## src/rtl/lvds7_pkg.sv

```systemverilog
package lvds7_pkg;
  typedef enum logic [1:0] {
    ST_SEARCH = 2'd0,
    ST_VERIFY = 2'd1,
    ST_LOCKED = 2'd2
  } frame_st_t;
endpackage

```

## src/rtl/lvds7_shift.sv

```systemverilog
// Serial-in window: newest bit enters at the LSB, oldest sits at the MSB.
module lvds7_shift #(
  parameter int W = 7
) (
  input  logic         clk,
  input  logic         rst_n,
  input  logic         din,
  output logic [W-1:0] q
);
  always_ff @(posedge clk or negedge rst_n) begin
    if (!rst_n) q <= '0;
    else        q <= {q[W-2:0], din};
  end
endmodule

```

## src/rtl/lvds7_framer.sv

```systemverilog
// Finds the word boundary from the clock-lane window and qualifies it.
module lvds7_framer
  import lvds7_pkg::*;
#(
  parameter int             SLOTS      = 7,
  parameter logic [SLOTS-1:0] PATTERN  = 7'b1100011,
  parameter int             LOCK_WORDS = 4,
  parameter int             DROP_WORDS = 2,
  localparam int            PH_W       = $clog2(SLOTS),
  localparam int            HW         = $clog2(LOCK_WORDS + 1),
  localparam int            MW         = $clog2(DROP_WORDS + 1)
) (
  input  logic             clk,
  input  logic             rst_n,
  input  logic             pwr_n,
  input  logic [SLOTS-1:0] win,
  output logic             bnd,
  output logic             locked,
  output logic [PH_W-1:0]  phase
);
  frame_st_t       st;
  logic [HW-1:0]   hits;
  logic [MW-1:0]   miss;
  logic            hit;

  assign hit    = (win == PATTERN);
  assign bnd    = (phase == PH_W'(SLOTS - 1));
  assign locked = (st == ST_LOCKED);

  always_ff @(posedge clk or negedge rst_n) begin
    if (!rst_n) begin
      st    <= ST_SEARCH;
      phase <= '0;
      hits  <= '0;
      miss  <= '0;
    end else if (!pwr_n) begin
      st    <= ST_SEARCH;
      phase <= '0;
      hits  <= '0;
      miss  <= '0;
    end else begin
      phase <= bnd ? '0 : phase + PH_W'(1);
      case (st)
        ST_SEARCH: begin
          if (hit) begin
            phase <= '0;
            hits  <= HW'(1);
            miss  <= '0;
            st    <= (LOCK_WORDS == 1) ? ST_LOCKED : ST_VERIFY;
          end
        end
        ST_VERIFY: begin
          if (bnd) begin
            if (hit) begin
              hits <= hits + HW'(1);
              if (hits == HW'(LOCK_WORDS - 1)) st <= ST_LOCKED;
            end else begin
              hits <= '0;
              st   <= ST_SEARCH;
            end
          end
        end
        ST_LOCKED: begin
          if (bnd) begin
            if (hit) begin
              miss <= '0;
            end else if (miss == MW'(DROP_WORDS - 1)) begin
              miss <= '0;
              hits <= '0;
              st   <= ST_SEARCH;
            end else begin
              miss <= miss + MW'(1);
            end
          end
        end
        default: st <= ST_SEARCH;
      endcase
    end
  end

  // lock only follows a boundary that carried the pattern
  p_lock_after_run_r2: assert property (@(posedge clk) disable iff (!rst_n)
    $rose(locked) |-> $past(bnd && hit));

  // lock lost without power-down only after a boundary that missed
  p_drop_after_miss_r4: assert property (@(posedge clk) disable iff (!rst_n)
    ($fell(locked) && $past(pwr_n)) |-> $past(bnd && !hit));

  // a confirmation run always holds between one and LOCK_WORDS-1 hits
  p_verify_count_r8: assert property (@(posedge clk) disable iff (!rst_n)
    (st == ST_VERIFY) |-> (hits != '0 && hits < HW'(LOCK_WORDS)));

  // slot counter stays inside one word
  p_phase_range_r6: assert property (@(posedge clk) disable iff (!rst_n)
    phase < PH_W'(SLOTS));
endmodule

```

## src/rtl/lvds7_unpack.sv

```systemverilog
// Reorders the lane windows into the parallel word and shapes the pixel clock.
module lvds7_unpack #(
  parameter int  LANES = 4,
  parameter int  SLOTS = 7,
  localparam int NBITS = LANES * SLOTS,
  localparam int PH_W  = $clog2(SLOTS),
  localparam int HIGH  = (SLOTS + 1) / 2
) (
  input  logic             clk,
  input  logic             rst_n,
  input  logic             pwr_n,
  input  logic             locked,
  input  logic             bnd,
  input  logic [PH_W-1:0]  phase,
  input  logic [NBITS-1:0] win_flat,
  output logic [NBITS-1:0] word,
  output logic             valid,
  output logic             pclk
);
  logic [NBITS-1:0] mapped;
  logic             fall;

  for (genvar k = 0; k < LANES; k++) begin : g_lane
    for (genvar j = 0; j < SLOTS; j++) begin : g_slot
      assign mapped[k*SLOTS + j] = win_flat[k*SLOTS + SLOTS - 1 - j];
    end
  end

  assign fall = (phase == PH_W'(HIGH - 1));

  always_ff @(posedge clk or negedge rst_n) begin
    if (!rst_n) begin
      word  <= '0;
      valid <= 1'b0;
      pclk  <= 1'b0;
    end else if (!pwr_n || !locked) begin
      word  <= '0;
      valid <= 1'b0;
      pclk  <= 1'b0;
    end else begin
      valid <= bnd;
      if (bnd) begin
        word <= mapped;
        pclk <= 1'b1;
      end else if (fall) begin
        pclk <= 1'b0;
      end
    end
  end

  // outputs are quiet whenever framing is not confirmed
  p_idle_zero_r3: assert property (@(posedge clk) disable iff (!rst_n)
    !locked |=> (word == '0 && !valid && !pclk));

  // the word holds between boundaries
  p_hold_word_r6: assert property (@(posedge clk) disable iff (!rst_n)
    (locked && pwr_n && !bnd) |=> $stable(word));

  // each rising edge of the pixel clock comes with a valid pulse
  p_clk_rise_valid_r7: assert property (@(posedge clk) disable iff (!rst_n)
    $rose(pclk) |-> valid);
endmodule

```

## src/rtl/lvds7_deser.sv

```systemverilog
module lvds7_deser #(
  parameter int               LANES      = 4,
  parameter int               SLOTS      = 7,
  parameter logic [SLOTS-1:0] PATTERN    = 7'b1100011,
  parameter int               LOCK_WORDS = 4,
  parameter int               DROP_WORDS = 2,
  localparam int              NBITS      = LANES * SLOTS,
  localparam int              PH_W       = $clog2(SLOTS)
) (
  input  logic             clk_bit,
  input  logic             rst_n,
  input  logic             pwr_n,
  input  logic [LANES-1:0] lane_in,
  input  logic             clk_lane_in,
  output logic [NBITS-1:0] pix_data,
  output logic             pix_valid,
  output logic             pix_clk,
  output logic             locked
);
  logic [NBITS-1:0] win_flat;
  logic [SLOTS-1:0] clk_win;
  logic             bnd;
  logic [PH_W-1:0]  phase;

  for (genvar k = 0; k < LANES; k++) begin : g_data
    lvds7_shift #(.W(SLOTS)) u_shift (
      .clk  (clk_bit),
      .rst_n(rst_n),
      .din  (lane_in[k]),
      .q    (win_flat[k*SLOTS +: SLOTS])
    );
  end

  lvds7_shift #(.W(SLOTS)) u_clk_shift (
    .clk  (clk_bit),
    .rst_n(rst_n),
    .din  (clk_lane_in),
    .q    (clk_win)
  );

  lvds7_framer #(
    .SLOTS     (SLOTS),
    .PATTERN   (PATTERN),
    .LOCK_WORDS(LOCK_WORDS),
    .DROP_WORDS(DROP_WORDS)
  ) u_framer (
    .clk   (clk_bit),
    .rst_n (rst_n),
    .pwr_n (pwr_n),
    .win   (clk_win),
    .bnd   (bnd),
    .locked(locked),
    .phase (phase)
  );

  lvds7_unpack #(
    .LANES(LANES),
    .SLOTS(SLOTS)
  ) u_unpack (
    .clk     (clk_bit),
    .rst_n   (rst_n),
    .pwr_n   (pwr_n),
    .locked  (locked),
    .bnd     (bnd),
    .phase   (phase),
    .win_flat(win_flat),
    .word    (pix_data),
    .valid   (pix_valid),
    .pclk    (pix_clk)
  );

  // power-down silences every output on the following edge
  p_pd_quiet_r5: assert property (@(posedge clk_bit) disable iff (!rst_n)
    !pwr_n |=> (pix_data == '0 && !pix_valid && !pix_clk && !locked));
endmodule

```

## config.mk

```make
export PLATFORM = sky130hd
export DESIGN_NAME = lvds7_deser
export DESIGN_NICKNAME = d
export VERILOG_FILES = /design/src/rtl/lvds7_pkg.sv /design/src/rtl/lvds7_shift.sv /design/src/rtl/lvds7_framer.sv /design/src/rtl/lvds7_unpack.sv /design/src/rtl/lvds7_deser.sv
export SDC_FILE = /design/constraint.sdc
export NUM_CORES = 1
export LEC_CHECK = 0
export ABC_AREA = 1
export BUFFER_PORTS_ARGS = -buffer_cell sky130_fd_sc_hd__buf_2
export CAP_MARGIN = 20
export CORE_UTILIZATION = 35
export DETAILED_ROUTE_END_ITERATION = 10
export HOLD_SLACK_MARGIN = 0.02
export SKIP_LAST_GASP = 1
export SLEW_MARGIN = 10
export SYNTH_ARGS = -nofsm -noshare
export SYNTH_HDL_FRONTEND = slang
export SYNTH_SLANG_ARGS = --single-unit
```

## constraint.sdc

```tcl
create_clock -name clk_bit -period 1.7 [get_ports clk_bit]
set_clock_uncertainty 0.05 [all_clocks]
set_input_delay 0.085 -clock clk_bit [delete_from_list [all_inputs] [get_ports clk_bit]]
set_output_delay 0.085 -clock clk_bit [all_outputs]
set_load 0.05 [all_outputs]
```

# After elaboration in Yosys (flattened, before gate mapping)
# Index checks and enable logic that the tools add are counted.
[word_totals]
n_memories = 0
output_inout_bits = 31
input_bits = 8
ff_bits = 75
mem_bits_rw = 0
rom_bits = 0
latchBits = 0
[classes]
div_mod_pow = 0
addsub = 3
mux = 33
n_eq_ne = 15
n_shift = 0
bitwise_logic = 0
multipliers = 0
n_reduce_logical = 9
order_cmp = 0
[op_table]
columns = ["cell", "n"]
rows = [
  ["28-bit 2-to-1 mux", 2],
  ["3-bit 2-to-1 mux", 11],
  ["2-bit 2-to-1 mux", 13],
  ["6-bit AND reduction", 2],
  ["3-bit != test (second input constant)", 3],
  ["3-bit one-hot mux with 3 select lines", 1],
  ["7-bit == test (second input constant)", 1],
  ["3-bit by 1-bit adder with 3-bit output (second input constant)", 2],
  ["3-bit by 2-bit == test with 1-bit output (second input constant)", 2],
  ["3-bit by 2-bit != test with 1-bit output (second input constant)", 2],
  ["2-bit one-hot mux with 3 select lines", 1],
  ["2-bit by 1-bit == test with 1-bit output (second input constant)", 2],
  ["1-bit 2-to-1 mux", 4],
  ["4-bit by 1-bit != test with 1-bit output (second input constant)", 1],
  ["4-bit != test (second input constant)", 1],
  ["2-bit one-hot mux with 2 select lines", 1],
  ["3-bit == test (second input constant)", 1],
  ["3-bit by 1-bit != test with 1-bit output (second input constant)", 1],
  ["3-bit AND reduction", 1],
  ["3-bit nonzero test", 1],
  ["2-bit by 1-bit adder with 2-bit output (second input constant)", 1],
  ["2-bit == test (second input constant)", 1],
  ["1-bit logical NOT", 2],
  ["2-bit logical NOT", 1],
  ["other kinds (2)", 2],
]

# Longest topological paths before layout
# Gate-level depths: netlist of run 1.
[logic_depth]
word_depth = 6
ltp_mapped = 11

# Cells and area by module
# Synthesis of run 1 repeated with hierarchy kept, for this count alone.
[hier_totals]
cells_unflattened = 279
area_unflattened_um2 = 2907.8
[by_module_without_submodules]
columns = ["mod", "n_inst", "area_each_um2", "seq_area_each_um2", "cells_per_inst"]
rows = [
  ["lvds7_unpack", 1, 1246.2, 750.7, 135],
  ["lvds7_shift", 5, 175.2, 175.2, 7],
  ["lvds7_framer", 1, 785.8, 250.2, 109],
]

# Worst setup path after synthesis of run 1
# Ideal clock, no wire load.
[synth_path]
kind = "register -> register"
start = "register u_framer.st[0]"
end = "register u_unpack.word[0]"
slack_ns = -0.086
t_arrival_ns = 1.669
stages_incl_launch_ff = 10
period_less_slack_ns = 1.786
setup_time_ns = 0.067
path_cell_list = "dfrtp_1 -> inv_1 -> ha_1 -> nand2_4 -> inv_4 -> nand2_4 -> inv_2 -> buf_6 -> buf_6 -> a22o_1"
[synth_between]
elab_chain_cells = 4
[synth_rtl]
columns = ["item", "line", "source"]
rows = [
  ["start, declared", "lvds7_framer.sv:21", "frame_st_t st;"],
  ["start signal, assigned", "lvds7_framer.sv:49", "st <= (LOCK_WORDS == 1) ? ST_LOCKED : ST_VERIFY;"],
  ["2-bit == test *", "lvds7_framer.sv:28", "assign locked = (st == ST_LOCKED);"],
  ["via locked", "lvds7_deser.sv:18", "output logic locked"],
  ["1-bit logical NOT *", "lvds7_unpack.sv:36", "end else if (!pwr_n || !locked) begin"],
  ["1-bit logical OR *", "lvds7_unpack.sv:36", ""],
  ["28-bit 2-to-1 mux / 2-bit nonzero test (equally long branches)", "n/a", ""],
  ["end signal, assigned", "lvds7_unpack.sv:43", "word <= mapped;"],
  ["end, declared", "lvds7_unpack.sv:16", "output logic [NBITS-1:0] word,"],
]
# The timed path passes the listed nets; every way through them passes the cells marked *.
# A chain may end at the register's enable or synchronous reset.

# Worst setup path after layout of run 1
[layout_path]
start = "register u_framer.st[0]"
end = "register u_framer.st[0]"
[layout_between]
elab_chain_cells = 3
[layout_rtl]
columns = ["item", "line", "source"]
rows = [
  ["2-bit by 1-bit == test with 1-bit output, or another cell as far along", "lvds7_framer.sv:43", "case (st)"],
  ["4-bit != test (no source line), or another cell as far along", "n/a", ""],
  ["6-bit AND reduction (no source line) / 2-bit 2-to-1 mux (equally long branches)", "n/a", ""],
]
# Several ways; a longest one is shown, not always the timed one.

==> results of run 1 <==
-- worst paths after layout --
kind,end,slack [ns]
worst max-delay path,u_framer.st[0],0.12
worst max register to register,u_framer.st[0],0.12
min in group clk_bit,g_data[2].u_shift.q[2],0.32
max in group asynchronous,u_framer.phase[0],0.74
worst min-delay path,u_framer.st[1],0.25
worst min register to register,g_data[2].u_shift.q[2],0.32
-- through the flow --
stage | instances | util, % | power [uW] | area [um^2]
4_1_cts | 368 | 44.8 | 3650 | 3300
3_3_place_gp | 345 | 41.1 | 2240 | 3030
6_report | 368 | 44.8 | 3600 | 3300
2_1_floorplan | 210 | - | 2150 | 2720
3_5_place_dp | 345 | 41.1 | 2250 | 3030
5_1_grt | 368 | 44.8 | 3780 | 3300
-- logic make-up (layout without fill, tap and decap cells) --
kind of cell / after synthesis / count (layout)
simple gates: 66 / 66
fa+ha+maj: 6 / 6
buf+inv: 28 / 87
flops: 75 / 75
compound gates: 35 / 35
-- metal layers --
| layer | part of all wire (%) | vias to the layer above | global-route usage [%] |
|---|---|---|---|
| met5 | 0 | - | 0 |
| met1 | 50 | 820 | 16.5 |
| li1 | - | 810 | - |
| met2 | 45 | 26 | 19.0 |
| met3 | 3.7 | 4 | 3.55 |
| met4 | 1.5 | 0 | 6.85 |
-- layout make-up --
| type | instances | area (um^2) |
|---|---|---|
| fillers | 701 | 4070 |
| flip-flops and latches | 75 | 1880 |
| multi-input cells | 107 | 692 |
| repair buffers | 50 | 325 |
| clock buffers | 11 | 141 |
| well taps | 99 | 124 |
| inverters | 21 | 81.3 |
| clock inverters | 5 | 60.1 |
-- cell usage after synthesis --
master    instances  area (um^2)
a21oi_1           2         10.0
a22o_1           28          245
buf_2             1         5.00
buf_4             1         7.51
buf_6             5         56.3
dfrtp_1          75         1880
ha_1              6         75.1
inv_1            18         67.6
inv_2             2         7.51
inv_4             1         6.26
nand2_1          33          124
nand2_2           1         6.26
nand2_4           2         22.5
nand3_1           8         40.0
nand3_4           1         17.5
nand3b_1          2         15.0
nand3b_4          1         20.0
nand4_1           1         6.26
nor2_1            9         33.8
nor2_2            4         25.0
nor3_1            2         10.0
nor3b_1           1         7.51
o21ai_0           5         25.0
or2_2             1         6.26
-- sequential cells by signal, summed over array words and instances, names as in the netlist --
signal	flops
g_data.u_shift.q	28
u_clk_shift.q	7
u_framer.hits	3
u_framer.miss	2
u_framer.phase	3
u_framer.st	2
u_unpack.pclk	1
u_unpack.valid	1
u_unpack.word	28
-- power by group --
| part | internal (uW) | total, uW | switching [uW] | leakage (uW) |
|---|---|---|---|---|
| Sequential | 1850 | 1900 | 45.0 | 0.000962 |
| Combinational | 125 | 328 | 203 | 0.000664 |
| Clock | 727 | 1370 | 646 | 0.000100 |
-- repair_timing --
item | 4_1_cts | 5_1_grt
resized for setup | 0 | 0
hold endpoints to repair | 50 | 0
endpoints found under the setup margin | 0 | 0
hold buffers | 7 | 0
-- worst max-delay path, stage by stage (launching register included) --
cell	delay, ns
dfrtp_1	0.38
inv_1	0.08
ha_2	0.22
nand2_4	0.10
inv_4	0.05
nand2_4	0.07
inv_2	0.05
a21oi_1	0.21
nand3_1	0.14
nand2_1	0.09
nand2_1	0.05
==> results.yml, run 1 <==
setup_path:
  crit_type: "flip-flop to flip-flop"
  crit_fanout: 4
  cp.required_ns: 1.87
  worstSetupEndpointType: "flip-flop"
  rr_worst_depth: 10
  cp.arrival_ns: 1.75
  startpoint_type: "flip-flop"
  reg2reg_from: "u_framer.st[0]"
  cp-startpoint: "u_framer.st[0]"
clocking:
  cts_tree: "done"
  cts-buffers-inserted: 9
  clk_pin_slew_worst_paths_ns: 0.07
  cts-root-buf: "clkbuf_8"
  cts_max_level: 3
  postCtsSetupRepairBufs: 0
  clock_path_buffers: 2
  clk_latency_ns: 0.33
  cts.sinks: 75
routing:
  firstDrtPassIters: 4
  wirelength_um: 4640
  viasPerCell: 4.51
  vias: 1660
  drc: 0
  post_drt_wl_per_cell_um: 12.6
  initialDrtViolationCount: 72
  drtAntennaViolNets: 0
hold_path:
  hp-class: "input port to async pin"
pwr:
  vdd_drop_max_v: 0.000402
  power_density_mw_per_mm2: 1090
  p_leak_uw: 0.00173
sta:
  drv_slew: 0
  hold_viol_final: 0
  setup_ws_ns: 0.125
  finalSetupTns_ns: 0
  period_minus_slack_ns: 1.58
  slew_headroom_pct: 60.8
  finalCritPeriodShare_pct: 92.7
  max_freq_mhz: 635
  worstMarginPinSlew_ns: 0.589
  setup_viol: 0
  grt_setup_unrepaired: "no"
  timing.hold.ws_ns: 0.246
final_layout:
  final_common_cell: "dfrtp_1"
  diodes: 0
  layout_common_cells: "75 x dfrtp_1, 37 x buf_2, 33 x nand2_1, 28 x a22o_1, 18 x inv_1"
  area_growth_pct: 21.5
  fin_nets: 278
  drive_gt1_share_pct: 26.8
floorplanning:
  die_height_um: 90.1
  dieArea_mm2: 0.00812
  ioPinCount: 39
  std_cell_rows: 31
  coreArea_mm2: 0.00737
  die-width_um: 90.1
  start_util_pct: 36.9
synthesis:
  synth_xor_area_share_pct: 0
  yosysSeqAreaShare_pct: 69.1
  synth_nets: 224
  synth_fa_ha_area_share_pct: 2.76
  synth_top_family_by_area: "simple AND/OR/NAND/NOR gates"
  synthMuxAreaShare_pct: 0
  syn_area_per_cell_um2: 12.9
  ys_warn_count: 0
  synth_area_mm2: 0.00272
  synth_cell_type_count: 24
  synthCells: 210
  synth-simple-area-share_pct: 12.3
  ys_seq_elements: 75
  synth_compound_area_share_pct: 10.3
grt:
  grt-ovfl-total: 0
  grt_pass1_wl_um: 7900
  grt_max_degree: 48
  antenna_found_initial: 0
  grt_pass1_vias: 1615
  grtUsageTotal_pct: 12.6
placed_design:
  globalplace.congestion: 0.813
  numPortBuffers: 38
  dp_hpwl_um: 3010
  pre_cts_ws_ns: 0.128
run:
  drv_cap: 0
outcome:
  outcome: "complete, no violations"
Note: power is estimated with default switching activity, not from simulation.
==> run 2, diff against run 1 <==
--- a/config.mk
+++ b/config.mk
@@ -8,7 +8,7 @@
 export ABC_AREA = 1
 export BUFFER_PORTS_ARGS = -buffer_cell sky130_fd_sc_hd__buf_2
 export CAP_MARGIN = 20
-export CORE_UTILIZATION = 35
+export CORE_UTILIZATION = 30
 export DETAILED_ROUTE_END_ITERATION = 10
 export HOLD_SLACK_MARGIN = 0.02
 export SKIP_LAST_GASP = 1
==> run 2 against run 1 <==
Sequential power is essentially flat; critical path depth shrank 1; maximum frequency grew 4.0%; via count shrank 0.18%; core utilization shrank 7.1 points; wire length shrank 0.26%.
==> results.yml, run 2 (synthesis gave the netlist of run 1 again) <==
sta:
  finalSetupTns_ns: 0
  finalCritPeriodShare_pct: 89.1
  max_freq_mhz: 660
  grt_setup_unrepaired: "no"
  worstMarginPinSlew_ns: 0.378
  period_minus_slack_ns: 1.52
  setup_ws_ns: 0.185
  setup_viol: 0
  drv_slew: 0
  slew_headroom_pct: 74.8
  hold_viol_final: 0
floorplanning:
  start_util_pct: 31.0
  ioPinCount: 39
  std_cell_rows: 34
  die-width_um: 97.2
  die_height_um: 97.2
  coreArea_mm2: 0.00876
  dieArea_mm2: 0.00944
clocking:
  clk_pin_slew_worst_paths_ns: 0.07
  cts.sinks: 75
  cts_tree: "done"
  cts-buffers-inserted: 9
  cts_max_level: 3
  cts-root-buf: "clkbuf_8"
  clock_path_buffers: 2
  clk_latency_ns: 0.34
grt:
  grtUsageTotal_pct: 10.9
  grt_pass1_wl_um: 8050
  grt_pass1_vias: 1647
  grt-ovfl-total: 0
  antenna_found_initial: 0
  grt_max_degree: 76
setup_path:
  cpMaxStageDelayCell: "dfrtp_1"
  crit_type: "flip-flop to flip-flop"
  crit_chain: "inv_1, ha_2, nand2_4, inv_4, nand2_1, nand2_1, nand3b_4, o21ai_0, nand2_1"
  crit_fanout: 4
  cp_slowest_stage_delay_ns: 0.37
  cp.arrival_ns: 1.69
  cp.required_ns: 1.87
  startpoint_type: "flip-flop"
  crit_path_frequent_cell: "nand2_1"
  worstSetupEndpointType: "flip-flop"
final_layout:
  drive_gt1_share_pct: 26.6
  top_regs: "g_data.u_shift.q x28, u_unpack.word x28, u_clk_shift.q x7"
  fin_nets: 276
  final_cells: 375
  layout_common_cells: "75 x dfrtp_1, 38 x buf_2, 33 x nand2_1, 28 x a22o_1, 18 x inv_1"
  final_common_cell: "dfrtp_1"
  area_growth_pct: 21.6
  diodes: 0
placed_design:
  numPortBuffers: 38
  globalplace.congestion: 0.774
  pre_cts_ws_ns: 0.171
  dp_hpwl_um: 2810
  place_inst: 352
routing:
  wirelength_um: 4620
  drc: 0
  drtAntennaViolNets: 0
  vias: 1657
  post_drt_wl_per_cell_um: 12.3
  firstDrtPassIters: 4
  initialDrtViolationCount: 80
  viasPerCell: 4.42
hold_path:
  hp-class: "input port to async pin"
pwr:
  power_density_mw_per_mm2: 1070
  vdd_drop_max_v: 0.000482
  p_leak_uw: 0.00172
outcome:
  outcome: "complete, no violations"
run:
  drv_cap: 0
-- run 2: cell types whose count changed in the layout (fill, tap and decap cells not counted) --
cell      delta
a21oi_1      -1
a21oi_2      +1
buf_12       +1
buf_2        +1
buf_4        -4
clkbuf_8     -1
clkinv_2     +1
clkinv_4     +1
inv_6        -1
-- run 2: worst max-delay path: cells and delay by family (launching register included) --
kind	cells	cell delay, ns
simple gates	5	0.48
buf+inv	2	0.12
compound gates	1	0.16
fa+ha+maj	1	0.21
flops	1	0.37
-- run 2: final timing paths --
| check | startpoint | endpoint | slack (ns) | depth (start not counted) |
|---|---|---|---|---|
| max in group asynchronous | rst_n | g_data[2].u_shift.q[1] | 1.05 | 3 |
| worst min register to register | g_data[0].u_shift.q[2] | g_data[0].u_shift.q[3] | 0.32 | 0 |
| min in group clk_bit | g_data[0].u_shift.q[2] | g_data[0].u_shift.q[3] | 0.32 | 0 |
| worst max-delay path | u_framer.st[0] | u_framer.hits[2] | 0.18 | 9 |
| worst min-delay path | rst_n | u_unpack.word[2] | 0.25 | 3 |
| worst max register to register | u_framer.st[0] | u_framer.hits[2] | 0.18 | 9 |
-- run 2: repair_timing --
action / CTS / global route
gates resized for setup: 0 / 1
endpoints found under the setup margin: 0 / 3
endpoints found under the hold margin: 81 / 0
hold buffers: 7 / 0
buffers inserted: 0 / 0
-- run 2: final cells by class --
| class | instances | area, um^2 |
|---|---|---|
| fill | 866 | 5460 |
| inverter | 21 | 81.3 |
| timing repair buffer | 48 | 320 |
| multi-input combinational | 107 | 696 |
| sequential | 75 | 1880 |
| tap | 108 | 135 |
| clock inverter | 6 | 65.1 |
| clock buffer | 10 | 128 |
-- run 2: power breakdown --
| part | internal, uW | total (uW) | leakage [uW] | switching, uW |
|---|---|---|---|---|
| sequential | 1850 | 1900 | 0.000962 | 44.3 |
| clock | 681 | 1320 | 0.0000966 | 641 |
| combinational | 127 | 329 | 0.000659 | 202 |
| total | 2660 | 3550 | 0.00172 | 887 |
-- run 2: metrics by stage --
stage / utilization, % / power, uW / hold slack, ns / area, um^2
2_1_floorplan: - / 2150 / -0.261 / 2720
3_3_place_gp: 34.6 / 2240 / 0.0933 / 3040
3_5_place_dp: 34.6 / 2250 / 0.0939 / 3040
4_1_cts: 37.6 / 3600 / 0.245 / 3300
5_1_grt: 37.7 / 3750 / 0.265 / 3300
6_report: 37.7 / 3550 / 0.251 / 3300
-- run 2: routing by layer --
metal	track usage, %	vias up	share of wire (%)
met5	0	-	0
met4	4.48	0	0
met3	4.60	0	4.9
met2	15.9	34	48
met1	14.3	819	47
li1	-	804	-
